--- config.mk ---
export PLATFORM = sky130hd
export DESIGN_NAME = wcache_top
export DESIGN_NICKNAME = d
export VERILOG_FILES = /design/src/rtl/wcache_pkg.sv /design/src/rtl/wcache_wbuf.sv /design/src/rtl/wcache_dp.sv /design/src/rtl/wcache_ctrl.sv /design/src/rtl/wcache_top.sv
export SDC_FILE = /design/constraint.sdc
export NUM_CORES = 1
export LEC_CHECK = 0
export BUFFER_PORTS_ARGS = -buffer_cell sky130_fd_sc_hd__buf_4
export CAP_MARGIN = 20
export CORE_ASPECT_RATIO = 0.6
export CORE_MARGIN = 3
export CORE_UTILIZATION = 50
export DETAILED_ROUTE_END_ITERATION = 12
export HOLD_SLACK_MARGIN = 0.15
export PLACE_DENSITY = 0.71
export REMOVE_ABC_BUFFERS = 1
export SKIP_CTS_REPAIR_TIMING = 1
export SYNTH_ARGS = -nofsm -noshare
export SYNTH_HDL_FRONTEND = slang
export SYNTH_SLANG_ARGS = --single-unit
--- constraint.sdc ---
create_clock -name clk -period 3.63 [get_ports clk]
set_input_delay 0.1815 -clock clk [delete_from_list [all_inputs] [get_ports clk]]
set_output_delay 0.1815 -clock clk [all_outputs]
set_load 0.02 [all_outputs]
--- src/rtl/wcache_pkg.sv ---
package wcache_pkg;

  typedef enum logic [2:0] {
    ST_IDLE,
    ST_DRAIN,
    ST_EVICT,
    ST_FILLREQ,
    ST_FILLWAIT
  } ctrlState_t;

  typedef struct packed {
    logic wrWord;     // write core data into the addressed line
    logic markDirty;  // set the addressed line's dirty bit
    logic fillLine;   // load memRdata, tag and valid into the line
    logic bufPush;    // queue core address/data into the write FIFO
    logic memOwn;     // controller, not the FIFO, owns the memory port
    logic memRead;    // issue the fill read
    logic memEvict;   // issue the victim writeback
  } dpStrobes_t;

endpackage

--- src/rtl/wcache_wbuf.sv ---
module wcache_wbuf #(
  parameter int ADDR_W = 10,
  parameter int DATA_W = 16,
  parameter int DEPTH  = 4
) (
  input  logic              clk,
  input  logic              rst,
  input  logic              push,
  input  logic [ADDR_W-1:0] pushAddr,
  input  logic [DATA_W-1:0] pushData,
  input  logic              pop,
  output logic [ADDR_W-1:0] headAddr,
  output logic [DATA_W-1:0] headData,
  output logic              empty,
  output logic              full,
  output logic [$clog2(DEPTH+1)-1:0] count
);
  localparam int PTR_W = (DEPTH > 1) ? $clog2(DEPTH) : 1;
  localparam int CNT_W = $clog2(DEPTH+1);

  logic [ADDR_W-1:0] addrMem [DEPTH];
  logic [DATA_W-1:0] dataMem [DEPTH];
  logic [PTR_W-1:0]  wrPtr, rdPtr;
  logic [CNT_W-1:0]  cntQ;

  function automatic logic [PTR_W-1:0] nextPtr(input logic [PTR_W-1:0] p);
    return (p == PTR_W'(DEPTH-1)) ? '0 : p + 1'b1;
  endfunction

  always_ff @(posedge clk) begin
    if (rst) begin
      wrPtr <= '0;
      rdPtr <= '0;
      cntQ  <= '0;
    end else begin
      if (push) wrPtr <= nextPtr(wrPtr);
      if (pop)  rdPtr <= nextPtr(rdPtr);
      if (push && !pop)      cntQ <= cntQ + 1'b1;
      else if (pop && !push) cntQ <= cntQ - 1'b1;
    end
  end

  always_ff @(posedge clk) begin
    if (push) begin
      addrMem[wrPtr] <= pushAddr;
      dataMem[wrPtr] <= pushData;
    end
  end

  assign headAddr = addrMem[rdPtr];
  assign headData = dataMem[rdPtr];
  assign empty    = (cntQ == '0);
  assign full     = (cntQ == CNT_W'(DEPTH));
  assign count    = cntQ;
endmodule

--- src/rtl/wcache_dp.sv ---
module wcache_dp
  import wcache_pkg::*;
#(
  parameter int ADDR_W = 10,
  parameter int DATA_W = 16,
  parameter int LINES  = 8
) (
  input  logic              clk,
  input  logic              rst,
  input  dpStrobes_t        st,
  input  logic [ADDR_W-1:0] coreAddr,
  input  logic [DATA_W-1:0] coreWdata,
  input  logic [DATA_W-1:0] memRdata,
  output logic              hit,
  output logic              victimDirty,
  output logic [ADDR_W-1:0] victimAddr,
  output logic [DATA_W-1:0] lineData
);
  localparam int IDX_W = $clog2(LINES);
  localparam int TAG_W = ADDR_W - IDX_W;

  logic [LINES-1:0]  validQ, dirtyQ;
  logic [TAG_W-1:0]  tagQ  [LINES];
  logic [DATA_W-1:0] dataQ [LINES];

  logic [IDX_W-1:0] idx;
  logic [TAG_W-1:0] reqTag;

  assign idx    = coreAddr[IDX_W-1:0];
  assign reqTag = coreAddr[ADDR_W-1:IDX_W];

  always_ff @(posedge clk) begin
    if (rst) begin
      validQ <= '0;
      dirtyQ <= '0;
    end else if (st.fillLine) begin
      validQ[idx] <= 1'b1;
      dirtyQ[idx] <= 1'b0;
    end else if (st.wrWord && st.markDirty) begin
      dirtyQ[idx] <= 1'b1;
    end
  end

  always_ff @(posedge clk) begin
    if (st.fillLine) begin
      tagQ[idx]  <= reqTag;
      dataQ[idx] <= memRdata;
    end else if (st.wrWord) begin
      dataQ[idx] <= coreWdata;
    end
  end

  assign hit         = validQ[idx] && (tagQ[idx] == reqTag);
  assign victimDirty = validQ[idx] && dirtyQ[idx];
  assign victimAddr  = {tagQ[idx], idx};
  assign lineData    = dataQ[idx];
endmodule

--- src/rtl/wcache_ctrl.sv ---
module wcache_ctrl
  import wcache_pkg::*;
(
  input  logic       clk,
  input  logic       rst,
  input  logic       coreReq,
  input  logic       coreWe,
  input  logic       wbMode,
  input  logic       allocMode,
  input  logic       hit,
  input  logic       victimDirty,
  input  logic       bufEmpty,
  input  logic       bufFull,
  input  logic       memReady,
  input  logic       memRvalid,
  output dpStrobes_t st,
  output logic       coreAck,
  output logic       coreStall
);
  ctrlState_t stateQ, stateD;

  always_ff @(posedge clk) begin
    if (rst) stateQ <= ST_IDLE;
    else     stateQ <= stateD;
  end

  always_comb begin
    st      = '0;
    coreAck = 1'b0;
    stateD  = stateQ;
    unique case (stateQ)
      ST_IDLE: begin
        if (coreReq) begin
          if (!coreWe) begin
            if (hit) coreAck = 1'b1;
            else     stateD  = ST_DRAIN;
          end else if (hit) begin
            if (wbMode) begin
              st.wrWord    = 1'b1;
              st.markDirty = 1'b1;
              coreAck      = 1'b1;
            end else if (!bufFull) begin
              st.wrWord  = 1'b1;
              st.bufPush = 1'b1;
              coreAck    = 1'b1;
            end
          end else if (allocMode) begin
            stateD = ST_DRAIN;
          end else if (!bufFull) begin
            st.bufPush = 1'b1;
            coreAck    = 1'b1;
          end
        end
      end
      ST_DRAIN: begin
        if (bufEmpty) stateD = victimDirty ? ST_EVICT : ST_FILLREQ;
      end
      ST_EVICT: begin
        st.memOwn   = 1'b1;
        st.memEvict = 1'b1;
        if (memReady) stateD = ST_FILLREQ;
      end
      ST_FILLREQ: begin
        st.memOwn  = 1'b1;
        st.memRead = 1'b1;
        if (memReady) stateD = ST_FILLWAIT;
      end
      ST_FILLWAIT: begin
        st.memOwn = 1'b1;
        if (memRvalid) begin
          st.fillLine = 1'b1;
          stateD      = ST_IDLE;
        end
      end
      default: stateD = ST_IDLE;
    endcase
  end

  assign coreStall = coreReq && !coreAck;
endmodule

--- src/rtl/wcache_top.sv ---
module wcache_top
  import wcache_pkg::*;
#(
  parameter int ADDR_W    = 10,
  parameter int DATA_W    = 16,
  parameter int LINES     = 8,
  parameter int BUF_DEPTH = 4
) (
  input  logic              clk,
  input  logic              rst,
  input  logic              wbMode,
  input  logic              allocMode,
  input  logic              coreReq,
  input  logic              coreWe,
  input  logic [ADDR_W-1:0] coreAddr,
  input  logic [DATA_W-1:0] coreWdata,
  output logic [DATA_W-1:0] coreRdata,
  output logic              coreAck,
  output logic              coreStall,
  output logic              memReq,
  output logic              memWe,
  output logic [ADDR_W-1:0] memAddr,
  output logic [DATA_W-1:0] memWdata,
  input  logic              memReady,
  input  logic              memRvalid,
  input  logic [DATA_W-1:0] memRdata
);
  localparam int CNT_W = $clog2(BUF_DEPTH+1);

  dpStrobes_t        st;
  logic              hit, victimDirty;
  logic [ADDR_W-1:0] victimAddr, headAddr;
  logic [DATA_W-1:0] lineData, headData;
  logic              bufEmpty, bufFull, bufPop, bufPush;
  logic [CNT_W-1:0]  bufCount;

  wcache_ctrl uCtrl (
    .clk(clk), .rst(rst), .coreReq(coreReq), .coreWe(coreWe),
    .wbMode(wbMode), .allocMode(allocMode), .hit(hit),
    .victimDirty(victimDirty), .bufEmpty(bufEmpty), .bufFull(bufFull),
    .memReady(memReady), .memRvalid(memRvalid), .st(st),
    .coreAck(coreAck), .coreStall(coreStall)
  );

  wcache_dp #(.ADDR_W(ADDR_W), .DATA_W(DATA_W), .LINES(LINES)) uDp (
    .clk(clk), .rst(rst), .st(st), .coreAddr(coreAddr),
    .coreWdata(coreWdata), .memRdata(memRdata), .hit(hit),
    .victimDirty(victimDirty), .victimAddr(victimAddr), .lineData(lineData)
  );

  assign bufPush = st.bufPush;
  assign bufPop  = !st.memOwn && !bufEmpty && memReady;

  wcache_wbuf #(.ADDR_W(ADDR_W), .DATA_W(DATA_W), .DEPTH(BUF_DEPTH)) uBuf (
    .clk(clk), .rst(rst), .push(bufPush), .pushAddr(coreAddr),
    .pushData(coreWdata), .pop(bufPop), .headAddr(headAddr),
    .headData(headData), .empty(bufEmpty), .full(bufFull), .count(bufCount)
  );

  always_comb begin
    if (st.memOwn) begin
      memReq   = st.memRead || st.memEvict;
      memWe    = st.memEvict;
      memAddr  = st.memEvict ? victimAddr : coreAddr;
      memWdata = lineData;
    end else begin
      memReq   = !bufEmpty;
      memWe    = !bufEmpty;
      memAddr  = headAddr;
      memWdata = headData;
    end
  end

  assign coreRdata = lineData;
endmodule

==> flow_metrics.env <==
export IMPL_rsz0062_at_grt="false"
export IMPL_finalHoldViolations=0
export IMPL_syn_to_final_growth_pct=21.8
export IMPL_grt_pass1_wl_mm=48.1
export IMPL_drt_iter0_drc=1133
export IMPL_yosys_warnings=0
export IMPL_async_flop_share_pct=0
export IMPL_setup_tns_final_ns=0
export IMPL_num_fill_cells=1809
export IMPL_dp_hpwl_mm=22.0
export IMPL_pwr_share_seq_pct=44.1
export IMPL_final_cells=1356
export IMPL_tritoncts="yes"
export IMPL_routabilityCongestion=0.898
export IMPL_synth_area_sq_um=13000
export IMPL_r2r_slack_ns=0.29
export IMPL_antenna_cells=0
export IMPL_hold_path_class="primary input to register"
export IMPL_crit_arrival_ns=3.83
export IMPL_overflow=0
export IMPL_synth_flop_cell="edfxtp_1"
export IMPL_synth_edff_count=288
export IMPL_ant_nets=0
export IMPL_slew_viol_final=0
export IMPL_worst_slew_pin_slew_ns=0.907
export IMPL_post_route_period_util_pct=91.9
export IMPL_finalSetupViolCount=0
export IMPL_crit_path_end_kind="register"
export IMPL_power_density_nw_per_um2=586
export IMPL_r2r_end="uBuf.count[2]$_SDFFE_PP0P_"
export IMPL_clock_root_buffer="clkbuf_16"
export IMPL_r2r_worst_path_cells=13
export IMPL_internal_power_mw=6.88
export IMPL_avgRoutedWirePerCell_um=24.4
export IMPL_core_area_sq_um=25400
export IMPL_finalClockSkew_ns=0.0289
export IMPL_sw_frac_of_total_pct=25.7
export IMPL_ys_ff_latch=316
export IMPL_clock_sinks=316
export IMPL_portBuffers=95
export IMPL_critPathKind="register to register"
export IMPL_clk_pin_slew_ns=0.07
export IMPL_clockPowerShare_pct=36.6
export IMPL_synth_cell_types=59
export IMPL_htree_levels=1
export IMPL_clk_latency_ns=0.55
export IMPL_r2r_start="uDp.tagQ[2][2]$_DFFE_PP_"
export IMPL_p_switching_mw=2.39
export IMPL_holdPathStages=2
export IMPL_avgViaCountPerCell=5.91
export IMPL_syn_inst=811
export IMPL_drt_wl_total_mm=33.0
export IMPL_worstPathMaxFanout=7
export IMPL_layout_drive_gt1_share_pct=27.9
export IMPL_status="completed"
export IMPL_hold_end="uDp.dataQ[1][8]$_DFFE_PP_"
export IMPL_rows=45
export IMPL_die_area_sq_um=28000
export IMPL_grt_antenna_before_repair=0
export IMPL_relSlewSlack_pct=39.5
export IMPL_cts_buffers=28
export IMPL_ios=96
export IMPL_firstDrtPassIters=7
export IMPL_vias=8012
export IMPL_synth_avg_cell_area_sq_um=16.0
export IMPL_numPlacedInstances=1266
export IMPL_peakVddDrop_v=0.000306
export IMPL_start_util_pct=51.1
export IMPL_cp_data_required_time_ns=4.12
export IMPL_dieWidth_um=214
export IMPL_period_needed_ns=3.34
export IMPL_cts_path_max_buffers=3
export IMPL_multiInputGateArea_sq_um=3540
export IMPL_max_freq_mhz=300
export IMPL_holdCritStartpoint="memRdata[8]"
export IMPL_drc=0
export IMPL_ys_seq_area_share_pct=70.9
export IMPL_nets=1040
export IMPL_track_usage_pct=23.1
export IMPL_grt_pass1_vias=7556
export IMPL_register_area_sq_um=9210
export IMPL_cap_violations=0
export IMPL_leakage_nw=5.51
export IMPL_comb_power_share_pct=19.3
export IMPL_fp_dieH_um=131
export IMPL_start_kind="register"
export IMPL_grt_max_degree=30
-- worst max path at each step --
stage,cells past startpoint,slack (ns),from,endpoint
floorplan,8,-0.46,coreAddr[1],uDp.dataQ[6][0]$_DFFE_PP_
global placement,14,0.18,coreAddr[0],uBuf.count[2]$_SDFFE_PP0P_
detailed placement,14,0.14,coreAddr[0],uBuf.count[2]$_SDFFE_PP0P_
CTS,13,0.30,uDp.tagQ[2][2]$_DFFE_PP_,uBuf.count[2]$_SDFFE_PP0P_
global route,13,0.07,uDp.tagQ[2][2]$_DFFE_PP_,uBuf.count[2]$_SDFFE_PP0P_
finish,13,0.29,uDp.tagQ[2][2]$_DFFE_PP_,uBuf.count[2]$_SDFFE_PP0P_
-- logic make-up after synthesis --
kind of cell / after synthesis / synth area share, %
compound gates: 136 / 7.39
buf+inv: 58 / 1.91
fa+ha+maj: 7 / 0.732
xor+xnor: 9 / 0.607
flops: 316 / 70.9
simple gates: 175 / 6.45
mux: 110 / 12.0
-- flip-flops by register name, indices dropped and copies added, names as in the netlist, named ones only --
name	cells
uBuf.addrMem	40
uCtrl.stateQ	3
uBuf.wrPtr	2
uDp.validQ	8
uDp.tagQ	56
uBuf.dataMem	64
uBuf.count	3
uBuf.rdPtr	2
uDp.dataQ	128
-- layout make-up --
cell class	instances	area share, %
clock buffers	30	4.48
clock inverters	21	2.25
inverters	13	0.308
multi-input cells	437	22.4
flip-flops and latches	316	58.2
well taps	352	2.78
repair buffers	187	9.57
-- worst max-delay path, stage by stage (launching register included) --
cell and delay [ns]:
edfxtp_1 0.38, mux2_2 0.27, a221o_1 0.36, a221oi_2 0.33, xnor2_1 0.16, nand2_1 0.13, nor3_2 0.19, mux2_4 0.24
ha_1 0.18, inv_1 0.06, fa_1 0.37, xor2_1 0.17, or3_1 0.30, a21oi_1 0.13
-- cell usage after synthesis (all sizes together) (4+ instances only) --
cell type,count,area (sq um)
or3b,9,78.8
o31ai,8,60.1
a22o,13,114
nand3,8,40.0
o21ai,21,105
a22oi,15,113
xor2,6,52.6
mux4,32,721
nand2b,6,37.5
nor2,85,322
buf,18,97.6
nor2b,6,37.5
ha,6,75.1
a221oi,17,155
or3,4,30.0
edfxtp,288,8650
a21oi,32,160
mux2i,35,350
clkbuf,27,101
nand2,30,113
and2,8,50.1
dfxtp,28,561
nor3,12,65.1
inv,13,48.8
mux2,43,488
a221o,5,50.1
-- cells in the final DEF, fill, tap and decap left out, types with 3 or more instances in the layout --
master	Yosys	routed
dfxtp_1	28	27
o221ai_1	3	3
nand3_1	8	8
o21ai_0	21	21
mux2_1	10	10
edfxtp_1	288	288
nand2b_1	6	6
xor2_1	6	6
nor3_1	11	10
mux2_2	32	32
bufinv_16	0	9
a221oi_1	16	16
a221o_1	5	5
buf_4	3	147
nand2_1	30	30
mux4_2	32	32
xnor2_1	3	3
and2_1	8	8
inv_1	13	13
clkinv_4	0	3
a22o_1	13	13
clkbuf_16	0	28
mux2i_1	35	35
nor2_1	84	84
clkinv_2	0	4
ha_1	6	6
a21oi_1	32	31
or3_1	3	3
o31ai_1	8	8
o22ai_1	3	3
or3b_2	9	9
dlygate4sd3_1	0	39
nor2b_1	6	6
a22oi_1	15	15
-- stage by stage --
step | power (mW) | hold WS, ns | utilization [%] | worst slack [ns] | cell area (sq um)
global placement | 5.88 | 0.404 | 56.6 | 0.178 | 14400
CTS | 9.25 | -0.150 | 60.8 | 0.302 | 15400
finish | 9.27 | 0.128 | 62.3 | 0.295 | 15800
global route | 9.56 | 0.150 | 62.3 | 0.0657 | 15800
floorplan | 5.16 | 0.251 | - | -0.458 | 12800
detailed placement | 5.89 | 0.408 | 56.6 | 0.141 | 14400
-- power by group through the flow --
stage	sequential (mW)	combinational, mW	clock [mW]
2_1_floorplan	4.21	0.953	0
3_3_place_gp	4.17	1.71	0
3_5_place_dp	4.17	1.72	0
4_1_cts	4.09	1.73	3.42
5_1_grt	4.10	1.91	3.56
6_report	4.09	1.78	3.39
-- metal layers --
metal	vias up	part of all wire, %	global-route usage (%)
li1	3524	-	-
met1	3983	45	36.2
met5	-	0	0
met3	55	13	7.74
met2	450	40	30.9
met4	0	2.1	5.78
(Power assumes the default switching activity.)
